`src/rtl/irqc_pkg.sv`:
```
package irqc_pkg;

    // Register port address map
    typedef enum logic [2:0] {
        RA_PEND  = 3'd0,
        RA_MASK  = 3'd1,
        RA_CLEAR = 3'd2,
        RA_FORCE = 3'd3,
        RA_TEST  = 3'd4
    } reg_addr_e;

endpackage

```
`src/rtl/irqc_edge.sv`:
```
module irqc_edge #(
    parameter int NUM_SRC = 15
) (
    input  logic               clk,
    input  logic               rst_n,
    input  logic [NUM_SRC:1]   line_i,
    output logic [NUM_SRC:0]   rise_o
);

    logic [NUM_SRC:1] prev_d, prev_q;

    always_comb begin
        prev_d = line_i;
    end

    always_ff @(posedge clk) begin
        if (!rst_n) prev_q <= '0;
        else        prev_q <= prev_d;
    end

    assign rise_o[0] = 1'b0;

    for (genvar s = 1; s <= NUM_SRC; s++) begin : g_rise
        assign rise_o[s] = line_i[s] & ~prev_q[s];
    end

endmodule

```
`src/rtl/irqc_lvl2vec.sv`:
```
module irqc_lvl2vec #(
    parameter int NUM_SRC = 15,
    localparam int LVL_W  = $clog2(NUM_SRC + 1)
) (
    input  logic             valid_i,
    input  logic [LVL_W-1:0] level_i,
    output logic [NUM_SRC:0] vec_o
);

    assign vec_o[0] = 1'b0;

    for (genvar s = 1; s <= NUM_SRC; s++) begin : g_dec
        assign vec_o[s] = valid_i && (level_i == LVL_W'(s));
    end

endmodule

```
`src/rtl/irqc_prio.sv`:
```
module irqc_prio #(
    parameter int NUM_SRC = 15,
    localparam int LVL_W  = $clog2(NUM_SRC + 1)
) (
    input  logic [NUM_SRC:0] req_i,
    output logic [LVL_W-1:0] level_o
);

    // Scan upward: the last hit is the highest-numbered request
    always_comb begin
        level_o = '0;
        for (int s = 1; s <= NUM_SRC; s++) begin
            if (req_i[s]) level_o = LVL_W'(s);
        end
    end

endmodule

```
`src/rtl/irqc_top.sv`:
```
module irqc_top #(
    parameter int NUM_SRC  = 15,
    parameter int DATA_W   = 32,
    parameter int TEST_BIT = 19,
    localparam int LVL_W   = $clog2(NUM_SRC + 1)
) (
    input  logic               clk,
    input  logic               rst_n,
    input  logic [NUM_SRC:1]   irq_src_i,
    input  logic               reg_wr_i,
    input  logic [2:0]         reg_addr_i,
    input  logic [DATA_W-1:0]  reg_wdata_i,
    output logic [DATA_W-1:0]  reg_rdata_o,
    input  logic               ack_valid_i,
    input  logic [LVL_W-1:0]   ack_level_i,
    output logic [LVL_W-1:0]   irq_level_o
);
    import irqc_pkg::*;

    localparam logic [NUM_SRC:0] SRC_BITS = {{NUM_SRC{1'b1}}, 1'b0};

    typedef struct packed {
        logic [NUM_SRC:0] pending;
        logic [NUM_SRC:0] mask;
        logic             test_en;
    } state_t;

    state_t st_d, st_q;

    logic [NUM_SRC:0] rise_vec;
    logic [NUM_SRC:0] ack_vec;
    logic [NUM_SRC:0] clr_vec;
    logic [NUM_SRC:0] frc_vec;
    logic [NUM_SRC:0] live_vec;
    logic             wr_mask, wr_clear, wr_force, wr_test;

    irqc_edge #(.NUM_SRC(NUM_SRC)) u_edge (
        .clk    (clk),
        .rst_n  (rst_n),
        .line_i (irq_src_i),
        .rise_o (rise_vec)
    );

    irqc_lvl2vec #(.NUM_SRC(NUM_SRC)) u_ack (
        .valid_i (ack_valid_i),
        .level_i (ack_level_i),
        .vec_o   (ack_vec)
    );

    assign live_vec = st_q.pending & ~st_q.mask;

    irqc_prio #(.NUM_SRC(NUM_SRC)) u_prio (
        .req_i   (live_vec),
        .level_o (irq_level_o)
    );

    // Next-state computation
    always_comb begin
        st_d     = st_q;
        wr_mask  = reg_wr_i && (reg_addr_i == RA_MASK);
        wr_clear = reg_wr_i && (reg_addr_i == RA_CLEAR);
        wr_force = reg_wr_i && (reg_addr_i == RA_FORCE);
        wr_test  = reg_wr_i && (reg_addr_i == RA_TEST);

        clr_vec = ack_vec;
        if (wr_clear) clr_vec = clr_vec | reg_wdata_i[NUM_SRC:0];

        frc_vec = '0;
        if (wr_force && st_q.test_en) frc_vec = reg_wdata_i[NUM_SRC:0];

        // sets (edges, injection) dominate clears
        st_d.pending = ((st_q.pending & ~clr_vec) | rise_vec | frc_vec) & SRC_BITS;

        if (wr_mask) st_d.mask    = reg_wdata_i[NUM_SRC:0] & SRC_BITS;
        if (wr_test) st_d.test_en = reg_wdata_i[TEST_BIT];
    end

    always_ff @(posedge clk) begin
        if (!rst_n) begin
            st_q.pending <= '0;
            st_q.mask    <= SRC_BITS;
            st_q.test_en <= 1'b0;
        end else begin
            st_q <= st_d;
        end
    end

    // Read port
    always_comb begin
        reg_rdata_o = '0;
        case (reg_addr_i)
            RA_PEND: reg_rdata_o[NUM_SRC:0] = st_q.pending;
            RA_MASK: reg_rdata_o[NUM_SRC:0] = st_q.mask;
            RA_TEST: reg_rdata_o[TEST_BIT]  = st_q.test_en;
            default: reg_rdata_o = '0;
        endcase
    end

    // Assertions
    p_edge_sets_r2: assert property (@(posedge clk) disable iff (!rst_n)
        (|rise_vec) |=> ((st_q.pending & $past(rise_vec)) == $past(rise_vec)));

    p_force_gated_r5: assert property (@(posedge clk) disable iff (!rst_n)
        (!st_q.test_en) |=> ((st_q.pending & ~$past(st_q.pending) & ~$past(rise_vec)) == '0));

    p_ack_clears_r8: assert property (@(posedge clk) disable iff (!rst_n)
        (|(ack_vec & ~rise_vec & ~frc_vec)) |=>
            ((st_q.pending & $past(ack_vec & ~rise_vec & ~frc_vec)) == '0));

    p_level_live_r7: assert property (@(posedge clk) disable iff (!rst_n)
        (irq_level_o != '0) |-> (live_vec[irq_level_o] && ((live_vec >> irq_level_o) == 1)));

    p_level_idle_r7: assert property (@(posedge clk) disable iff (!rst_n)
        (live_vec == '0) |-> (irq_level_o == '0));

    p_mask_hold_r6: assert property (@(posedge clk) disable iff (!rst_n)
        (!wr_mask) |=> $stable(st_q.mask));

endmodule

```
`config.mk`:
```
export PLATFORM = sky130hd
export DESIGN_NAME = irqc_top
export DESIGN_NICKNAME = d
export VERILOG_FILES = /design/src/rtl/irqc_pkg.sv /design/src/rtl/irqc_edge.sv /design/src/rtl/irqc_lvl2vec.sv /design/src/rtl/irqc_prio.sv /design/src/rtl/irqc_top.sv
export SDC_FILE = /design/constraint.sdc
export NUM_CORES = 1
export LEC_CHECK = 0
export BUFFER_PORTS_ARGS = -buffer_cell sky130_fd_sc_hd__buf_2
export CORE_UTILIZATION = 46
export DETAILED_ROUTE_END_ITERATION = 10
export PLACE_DENSITY = 0.77
export SLEW_MARGIN = 5
export SYNTH_ARGS = -nofsm -noshare
export SYNTH_HDL_FRONTEND = slang
export SYNTH_SLANG_ARGS = --single-unit
```
`constraint.sdc`:
```
create_clock -name clk -period 1.2 [get_ports clk]
set_input_delay 0 -clock clk [delete_from_list [all_inputs] [get_ports clk]]
set_output_delay 0 -clock clk [all_outputs]
set_load 0.005 [all_outputs]
```
* After elaboration in Yosys (flattened, before gate mapping)
Cells that the tools add are included.
** Storage, ports and cells
- Input port bits :: 58
- Memories kept :: 0
- Memory bits (read-only) :: 0
- Flip-flop bits (word level) :: 47
- Output and inout bits :: 36
- Bits in writable memories :: 0
- Latch bits :: 0
** Cells by class
- Shift-type cells :: 0
- Muxes and demuxes :: 19
- Equality and inequality tests :: 19
- Reductions and logical operators :: 21
- Bitwise gates (word level) :: 37
- $add $sub $neg :: 0
- Div/mod/pow operators :: 0
- $mul :: 0
- Order comparisons :: 0
** Operators with widths (count)
- $or A16 B16 Y16 :: 3
- $and A16 B16 Y16 :: 2
- $eq A4 B4 Y1 const B :: 8
- $mux W16 :: 2
- $mux W4 :: 8
- $not A16 Y16 :: 2
- $pmux W16 S2 :: 1
- $logic_and A1 B1 Y1 :: 20
- $eq A4 B3 Y1 const B :: 4
- $and A1 B1 Y1 :: 15
- $not A1 Y1 :: 15
- $mux W3 :: 4
- $eq A4 B2 Y1 const B :: 2
- $eq A3 B2 Y1 const B :: 2
- $eq A4 B1 Y1 const B :: 1
- $mux W2 :: 2
- $eq A3 B1 Y1 const B :: 1
- $eq A3 B3 Y1 const B :: 1
- $logic_not A3 Y1 :: 1
- $mux W1 :: 2

* Depth between registers and ports, before layout
Gate-level depths: netlist of run 1.
- Word-level depth :: 17
- Gate-level depth with buffers :: 6
- Depth with buffers taken out :: 4

* Hierarchy
From an unflattened synthesis of run 1, not the netlist that was laid out.
** Unflattened totals
- Cell total of the unflattened synthesis :: 334
- Area total of the unflattened synthesis :: 2603.7 um^2
** By module, submodules not included
- irqc_top :: area an instance 1835.5 um^2, cells an instance 237, times used 1
- irqc_edge :: area an instance 510.5 um^2, cells an instance 48, times used 1
- irqc_prio :: area an instance 141.4 um^2, cells an instance 25, times used 1
- irqc_lvl2vec :: area an instance 116.4 um^2, cells an instance 24, times used 1

* Worst setup path before layout of run 1
No wires, ideal clock.
- Path kind :: input to register
- From :: input port reg_addr_i[0]
- To :: register st_q[21] in the netlist's numbering
- Data arrival time :: 1.018 ns
- Cell stages on the path :: 6
- Path slack :: 0.056 ns
- Data required time :: 1.075 ns
- Path buffers :: 2
- Library setup time :: 0.125 ns
- Cell sequence :: buf_6 -> and4bb_4 -> buf_6 -> a22oi_1 -> a222oi_1 -> nor2b_1
** On the way
- Longest elaborated chain between the ends :: 7
** Ends and longest elaborated chain
- from (decl) :: RTL line irqc_top.sv:11 : input logic [2:0] reg_addr_i,
- $eq A3 B2 Y1 :: RTL line irqc_top.sv:61 : wr_clear = reg_wr_i && (reg_addr_i == RA_CLEAR);
- $logic_and A1 B1 Y1 :: RTL line irqc_top.sv:61
- $mux W16 :: RTL line irqc_top.sv:66 : if (wr_clear) clr_vec = clr_vec | reg_wdata_i[NUM_SRC:0];
- $not A16 Y16 :: RTL line irqc_top.sv:72 : st_d.pending = ((st_q.pending & ~clr_vec) | rise_vec | frc_vec) & SRC_BITS;
- $and A16 B16 Y16 :: RTL line irqc_top.sv:72
- $or A16 B16 Y16 :: RTL line irqc_top.sv:72
- $or A16 B16 Y16 * :: RTL line irqc_top.sv:72
- to (signal assigned) :: RTL line irqc_top.sv:84 : st_q <= st_d;
- to (decl) :: RTL line irqc_top.sv:28 : state_t st_d, st_q;
Mark *: on every way between the ends. The rest lies on a longest branch, timed or not.
A chain may end at the register's enable or synchronous reset.

* Worst setup path after layout of run 1
- From :: register st_q[32] in the netlist's numbering
- To :: output port irq_level_o[0]
** On the way
- Longest elaborated chain between the ends :: 2
** Ends and longest elaborated chain
- $and A16 B16 Y16 :: RTL line irqc_top.sv:50 : assign live_vec = st_q.pending & ~st_q.mask;
- $mux W4 :: RTL line irqc_prio.sv:13 : if (req_i[s]) level_o = LVL_W'(s);
- to (decl) :: RTL line irqc_top.sv:16 : output logic [LVL_W-1:0] irq_level_o
Every way passes these cells.

==> flow_summary.yaml, run 1 <==
status:
  status: "finished with violations"
  violations_in_the_final_reports: "negative setup slack"
pwr:
  flop_pwr_share_pct: 49.1
  power.clock.fraction_pct: 29.9
  peakVddDrop_mv: 0.755
  ratio_of_total_power_to_cell_area_mw_per_mm2: 953
  comb_power_share_pct: 21.0
  cellLeakagePower_nw: 1.72
  intPower_w: 0.00247
  power.share.switching_pct: 28.1
  netSwitchingPower_w: 0.000964
final_layout:
  regArea_um2: 946
  synthToLayoutAreaGrowth_pct: 48.6
  layout-drive-gt1-share_pct: 38.3
  finalNetCount: 470
  postLayoutCellArea_mm2: 0.00360
  multi_input_comb_area_mm2: 0.00148
  antenna_cells: 0
  fillerInstances: 368
  utilization_pct: 70.9
route:
  met2WireLength_mm: 3.63
  drt_iter0_drc: 272
  remaining_drc_errors: 0
  dr_wl_met3_um: 553
  detail_route.wirelength_mm: 7.61
  detail_route.first_pass.iterations: 5
  drtAntennaViolNets: 0
  route.detailed.wl_per_inst_um: 15.8
  routed_via_density: 5.48
  dr_total_vias: 2645
  top_layer_used: "met4"
  wl_met1_mm: 3.21
worst_setup_path:
  timing.critical_path.from_type: "flip-flop"
  timing.setup.critical_path_class: "reg2out"
  cp_max_fo: 3
  worst_ep_required_time_ps: 1200
  cp.arrival_ps: 1440
  timing.critical_path.to_type: "output pin"
synth:
  postSynthRegisterBits: 46
  yosysWarnings: 0
  synth_cell_type_count: 38
  yosys.area_share.simple_pct: 27.7
  synth_xor_xnor_area_share_pct: 0
  synthFlopType: "sky130_fd_sc_hd__dfxtp_1"
  area_of_the_mapped_netlist_mm2: 0.00242
  postSynthCellCount: 294
  synth_top_cell_area_share_pct: 38.0
  synth_compound_gate_area_share_pct: 16.3
  post_synth_mux_area_share_pct: 6.61
  synth_top_area_cell: "sky130_fd_sc_hd__dfxtp_1"
  synthTopCellsByArea: "sky130_fd_sc_hd__dfxtp_1 (38%), sky130_fd_sc_hd__mux2i_1 (6.6%), sky130_fd_sc_hd__nor2b_1 (6.5%)"
  combinational_family_with_the_most_area_after_synthesis: "simple AND/OR/NAND/NOR gates"
  synth-seq-area-share_pct: 38.0
  synth-edff-count: 0
  synth_async_sr_flop_share_pct: 0
  synthesis.area_per_instance_um2: 8.24
  post_synth_fa_ha_maj_area_fraction_pct: 0
timing:
  setup_slack_ps: -238
  setup-violations-final: 5
  slew_viol_final: 0
  timing.final.hold_violations: 0
  max_freq_mhz: 696
  min_period_over_period_pct: 120
  rsz0062_at_grt: "true"
  finalHoldWorstSlack_ps: 50.3
  fin_skew_ps: 6.60
  fin_crit_ps: 1440
clock_tree:
  cts_htree_levels: 2
  tritoncts_num_sinks: 46
  clock_transition_time_at_the_flip_flop_clock_pins_of_the_worst_setup_and_hold_paths_ps: 90
  cts.path.max_buffers: 2
  cts_tree: "done"
  cts_root_buf: "sky130_fd_sc_hd__clkbuf_8"
  numCtsBuffers: 5
  clkLatencyLatePin_ps: 310
worst_hold_path:
  min-delay-path-class: "in2reg"
placement:
  place_ws_ps: -55.3
  placed_cell_area_mm2: 0.00291
  globalplace.congestion: 0.883
  dp_hpwl_mm: 4.78
  port-buffer-count: 61
floorplanning:
  row_count: 26
  dieHeight_um: 74.6
  ioPinCount: 94
  die_area_mm2: 0.00556
  core_area_mm2: 0.00507
  initial_cell_density_of_the_core_pct: 47.7
  die-width_um: 74.6
grt:
  groute.usage.overall_pct: 28.0
  grt-ovfl-total: 0
  maximum_number_of_pins_on_one_net_before_global_route_repair: 29
  global_route_wire_length_before_repair_mm: 11.5
  number_of_global_route_vias_before_repair: 2363
  number_of_antenna_violations_at_the_first_check_in_global_routing: 0
flow_run:
  drv_cap: 0
cells in the final DEF, fill, tap and decap left out, types with 2 or more instances in the layout:
cell	instances
sky130_fd_sc_hd__a32oi_1	3
sky130_fd_sc_hd__o211ai_1	2
sky130_fd_sc_hd__nor2b_1	18
sky130_fd_sc_hd__a221oi_2	3
sky130_fd_sc_hd__nand2_1	31
sky130_fd_sc_hd__buf_4	28
sky130_fd_sc_hd__nor2_1	23
sky130_fd_sc_hd__mux2i_1	16
sky130_fd_sc_hd__inv_2	2
sky130_fd_sc_hd__dlygate4sd3_1	30
sky130_fd_sc_hd__dfxtp_1	26
sky130_fd_sc_hd__a221oi_1	2
sky130_fd_sc_hd__a21oi_1	4
sky130_fd_sc_hd__nor3_1	2
sky130_fd_sc_hd__or2_2	2
sky130_fd_sc_hd__inv_1	18
sky130_fd_sc_hd__a222oi_1	9
sky130_fd_sc_hd__buf_2	61
sky130_fd_sc_hd__a21oi_2	2
sky130_fd_sc_hd__and3_1	2
sky130_fd_sc_hd__clkbuf_8	6
sky130_fd_sc_hd__nand3_1	14
sky130_fd_sc_hd__and2_1	15
sky130_fd_sc_hd__nand3b_1	2
sky130_fd_sc_hd__o311ai_0	4
sky130_fd_sc_hd__buf_6	7
sky130_fd_sc_hd__nand2b_4	5
sky130_fd_sc_hd__dfxtp_2	20
sky130_fd_sc_hd__nor2b_4	6
sky130_fd_sc_hd__a21boi_1	3
sky130_fd_sc_hd__a22oi_1	6
sky130_fd_sc_hd__conb_1	16
power by group through the flow:
| stage | Clock [W] | Sequential (W) | Combinational (W) |
|---|---|---|---|
| floorplan | 0 | 0.00168 | 0.000335 |
| global placement | 0 | 0.00169 | 0.000554 |
| detailed placement | 0 | 0.00169 | 0.000565 |
| CTS | 0.00102 | 0.00167 | 0.000680 |
| global route | 0.00109 | 0.00169 | 0.000784 |
| finish | 0.00102 | 0.00169 | 0.000720 |
synthesized netlist by cell type (2+ instances only):
| cell type | count |
|---|---|
| sky130_fd_sc_hd__mux2i_1 | 16 |
| sky130_fd_sc_hd__o211ai_1 | 2 |
| sky130_fd_sc_hd__nor3b_1 | 2 |
| sky130_fd_sc_hd__a21oi_1 | 6 |
| sky130_fd_sc_hd__nand3b_1 | 2 |
| sky130_fd_sc_hd__buf_4 | 16 |
| sky130_fd_sc_hd__a221oi_1 | 5 |
| sky130_fd_sc_hd__nand2_1 | 33 |
| sky130_fd_sc_hd__a32oi_1 | 3 |
| sky130_fd_sc_hd__dfxtp_1 | 46 |
| sky130_fd_sc_hd__nand3_1 | 14 |
| sky130_fd_sc_hd__or2_2 | 2 |
| sky130_fd_sc_hd__o21ai_0 | 3 |
| sky130_fd_sc_hd__buf_2 | 4 |
| sky130_fd_sc_hd__and2_1 | 15 |
| sky130_fd_sc_hd__a22oi_1 | 6 |
| sky130_fd_sc_hd__inv_1 | 20 |
| sky130_fd_sc_hd__nor2_1 | 24 |
| sky130_fd_sc_hd__clkbuf_1 | 9 |
| sky130_fd_sc_hd__o311ai_0 | 5 |
| sky130_fd_sc_hd__a222oi_1 | 9 |
| sky130_fd_sc_hd__buf_6 | 2 |
| sky130_fd_sc_hd__a21boi_0 | 4 |
| sky130_fd_sc_hd__and3_1 | 2 |
| sky130_fd_sc_hd__nor3_1 | 2 |
| sky130_fd_sc_hd__nor2b_1 | 25 |
| sky130_fd_sc_hd__nand2b_1 | 6 |
logic make-up after synthesis:
family | after synthesis
AOI/OAI and AO/OA | 50
buffers and inverters | 51
DFF | 46
and+or+nand+nor | 130
muxes | 16
other | 1
metrics by stage:
step                      total power [W]  TNS (ps)  std cells
after detailed placement          0.00225      -113        438
final                             0.00343      -806        483
after global routing              0.00356     -1270        483
after global placement            0.00224     -45.1        438
after floorplan                   0.00202         0        309
after CTS                         0.00337      -851        483
routing by layer:
layer | vias up | global-route usage (%)
li1 | 1217 | -
met1 | 1257 | 36.2
met2 | 152 | 45.9
met3 | 19 | 5.56
met4 | 0 | 10.7
met5 | - | 0
sequential cells by signal, summed over array words and instances, names as in the netlist:
| signal | flops |
|---|---|
| st_q | 31 |
| u_edge.prev_q | 15 |
path summary, 6_finish.rpt:
kind	from	cells past startpoint	slack (ps)	endpoint
max	st_q[32]	6	-240	irq_level_o[0]
min	reg_wdata_i[15]	3	50	st_q[32]
max reg2reg	st_q[0]	5	-100	st_q[28]
min reg2reg	st_q[14]	2	500	st_q[14]
area by class of cell:
class	instances	share of cell area, %
timing repair buffer	127	25.4
inverter	20	2.09
multi-input combinational	212	41.2
clock buffer	6	2.29
clock inverter	2	0.348
tap	70	2.43
sequential	46	26.3
worst max-delay path: stages, from the launching register on:
cell,delay (ps)
sky130_fd_sc_hd__dfxtp_2,350
sky130_fd_sc_hd__nor2b_4,200
sky130_fd_sc_hd__o21bai_1,170
sky130_fd_sc_hd__buf_4,150
sky130_fd_sc_hd__a21oi_1,30
sky130_fd_sc_hd__nor2_1,110
sky130_fd_sc_hd__buf_2,120
what timing repair did:
action / CTS / global route
hold buffers: 30 / 0
endpoints found under the setup margin: 6 / 17
setup buffers: 6 / 0
cloned: 1 / 0
endpoints found under the hold margin: 39 / 0
resized for setup: 46 / 31
pin swaps: 10 / 7
(Power assumes the default switching activity.)
==> inputs of run 2 (changes only) <==
--- a/config.mk
+++ b/config.mk
@@ -6,9 +6,10 @@
 export NUM_CORES = 1
 export LEC_CHECK = 0
 export BUFFER_PORTS_ARGS = -buffer_cell sky130_fd_sc_hd__buf_2
-export CORE_UTILIZATION = 46
+export CORE_MARGIN = 2
+export CORE_UTILIZATION = 49
 export DETAILED_ROUTE_END_ITERATION = 10
-export PLACE_DENSITY = 0.77
+export PLACE_DENSITY = 0.81
 export SLEW_MARGIN = 5
 export SYNTH_ARGS = -nofsm -noshare
 export SYNTH_HDL_FRONTEND = slang
==> run 2 against run 1 <==
Compared with the run above:
- the flow still finishes with violations (negative setup slack)
- sequential cell count unchanged
- non-clock buffer count is 3 lower
- critical path depth down 1
- utilization increased by 3.3 points
- die area fell by 0.68%
- global-route usage is 0.76 points lower
- design area fell by 2.0%
- first-iteration DRC count up 24%
- critical path type unchanged
- final cell count fell by 1.2%
- clock power decreased by 4%
- via count rose by 2.2%
==> flow_summary.yaml, run 2 (synthesis results as in run 1) <==
status:
  status: "finished with violations"
  violations_in_the_final_reports: "negative setup slack"
floorplanning:
  initial_cell_density_of_the_core_pct: 50.9
  dieHeight_um: 74.3
  ioPinCount: 94
  core_area_mm2: 0.00475
  row_count: 25
  die-width_um: 74.3
  die_area_mm2: 0.00552
final_layout:
  layout.cells.most_common_list: "sky130_fd_sc_hd__buf_2 (61), sky130_fd_sc_hd__dfxtp_1 (32), sky130_fd_sc_hd__nand2_1 (31)"
  number_of_flip_flops_under_the_largest_register_name: 31
  register_containing_the_most_flip_flops_in_the_final_layout: "st_q"
  final_common_cell: "sky130_fd_sc_hd__buf_2"
  antenna_cells: 0
  finalNetCount: 467
  postLayoutCellArea_mm2: 0.00353
  layout-drive-gt1-share_pct: 36.3
  fillerInstances: 322
  regArea_um2: 938
  multi_input_comb_area_mm2: 0.00145
  synthToLayoutAreaGrowth_pct: 45.6
  reg.largest.list: "st_q: 31 flops, u_edge.prev_q: 15 flops"
worst_setup_path:
  worst_ep_required_time_ps: 1200
  family_with_the_most_delay_on_the_worst_path: "compound AO/OA/AOI/OAI gates"
  regToRegSetupSlack_ps: -50
  worst_path_cell_trace: "inv_1 > o21ai_1 > o221ai_1 > o21ai_1 > buf_2"
  timing.setup.critical_path_class: "reg2out"
  worstReg2RegEnd: "st_q[21]"
  crit_path_largest_cell_delay_ps: 390
  timing.critical_path.from_type: "flip-flop"
  cp_max_fo: 4
  timing.critical_path.to_type: "output pin"
  crit-reg2reg-launch: "st_q[0]"
  critical_path.most_common_cell: "sky130_fd_sc_hd__o21ai_1"
  cp.arrival_ps: 1540
  slowest_stage: "sky130_fd_sc_hd__dfxtp_2"
  worst_r2r_path_depth: 5
  crit_buf_inv: 2
clock_tree:
  tritoncts_num_sinks: 46
  clock_transition_time_at_the_flip_flop_clock_pins_of_the_worst_setup_and_hold_paths_ps: 80
  cts_tree: "done"
  cts_root_buf: "sky130_fd_sc_hd__clkbuf_8"
  numCtsBuffers: 5
  cts_htree_levels: 2
  clkLatencyLatePin_ps: 300
  cts.path.max_buffers: 2
worst_hold_path:
  timing.hold.worst_path_depth: 3
  worst_hold_startpoint: "reg_wdata_i[15]"
  min-delay-path-class: "in2reg"
  worst_hold_path_ep: "st_q[16]"
placement:
  dp_hpwl_mm: 4.80
  globalplace.congestion: 0.896
  placed_cell_area_mm2: 0.00290
  port-buffer-count: 61
route:
  detail_route.wirelength_mm: 8.14
  dr_total_vias: 2704
  drt_iter0_drc: 336
  routed_via_density: 5.67
  detail_route.first_pass.iterations: 5
  drtAntennaViolNets: 0
  route.detailed.wl_per_inst_um: 17.1
  remaining_drc_errors: 0
pwr:
  post-layout-total-power_w: 0.00339
  peakVddDrop_mv: 0.744
  cellLeakagePower_nw: 1.71
  ratio_of_total_power_to_cell_area_mw_per_mm2: 960
timing:
  fin_crit_ps: 1540
  slew_viol_final: 0
  rsz0062_at_grt: "true"
  finalHoldWorstSlack_ps: 13.8
  setup-violations-final: 5
  max_freq_mhz: 650
  setup_slack_ps: -338
  min_period_over_period_pct: 128
  fin_skew_ps: 7.72
  timing.final.hold_violations: 0
flow_run:
  drv_cap: 0
grt:
  number_of_global_route_vias_before_repair: 2298
  global_route_wire_length_before_repair_mm: 11.3
  groute.usage.overall_pct: 27.2
  number_of_antenna_violations_at_the_first_check_in_global_routing: 0
  maximum_number_of_pins_on_one_net_before_global_route_repair: 30
  grt-ovfl-total: 0
-- run 2: worst max-delay path by stage --
stage | slack [ps] | to | startpoint | depth (start not counted)
2_1_floorplan | 60 | st_q[21] | reg_addr_i[0] | 6
3_3_place_gp | 6 | st_q[21] | reg_addr_i[0] | 5
3_5_place_dp | -9 | st_q[21] | reg_addr_i[0] | 5
4_1_cts | -230 | irq_level_o[0] | st_q[6] | 5
5_1_grt | -360 | irq_level_o[1] | st_q[27] | 5
6_report | -340 | irq_level_o[1] | st_q[27] | 5
-- run 2: per-stage QoR --
step | setup slack (ps) | utilization, % | std cells | setup TNS [ps]
2_1_floorplan | 56.4 | - | 309 | 0
3_3_place_gp | 5.80 | 61.0 | 435 | 0
3_5_place_dp | -8.50 | 61.0 | 435 | -8.50
4_1_cts | -225 | 72.2 | 472 | -599
5_1_grt | -364 | 74.2 | 477 | -1280
6_report | -338 | 74.2 | 477 | -990
-- run 2: final cells by class --
class / instances / area share [%]
multi-input combinational: 212 / 41.2
sequential: 46 / 26.6
timing repair buffer: 124 / 25.0
clock buffer: 7 / 2.45
tap: 67 / 2.38
inverter: 20 / 2.20
clock inverter: 1 / 0.142
-- run 2: what timing repair did --
action | in CTS | in global routing
buffers inserted | 0 | 4
endpoints found under the hold margin | 35 | 0
setup endpoints to repair | 4 | 20
resized for setup | 41 | 20
hold buffers | 29 | 0
pin swaps | 7 | 10
gates cloned | 0 | 1
-- run 2: where the power goes --
group	total (W)	switching, W	internal, W
Sequential	0.00168	0.0000653	0.00162
Clock	0.000982	0.000517	0.000465
Combinational	0.000724	0.000345	0.000379
-- run 2: per-layer routing --
layer	up-vias	share of wire, %	global-route usage (%)
li1	1215	-	-
met1	1229	39	35.7
met2	221	46	42.7
met3	39	11	7.05
met4	0	4.6	11.7
met5	-	0	0
-- run 2: worst min-delay path, stage by stage --
cell and delay (ps):
sky130_fd_sc_hd__buf_2 110, sky130_fd_sc_hd__nor2_1 40, sky130_fd_sc_hd__o21ai_0 130
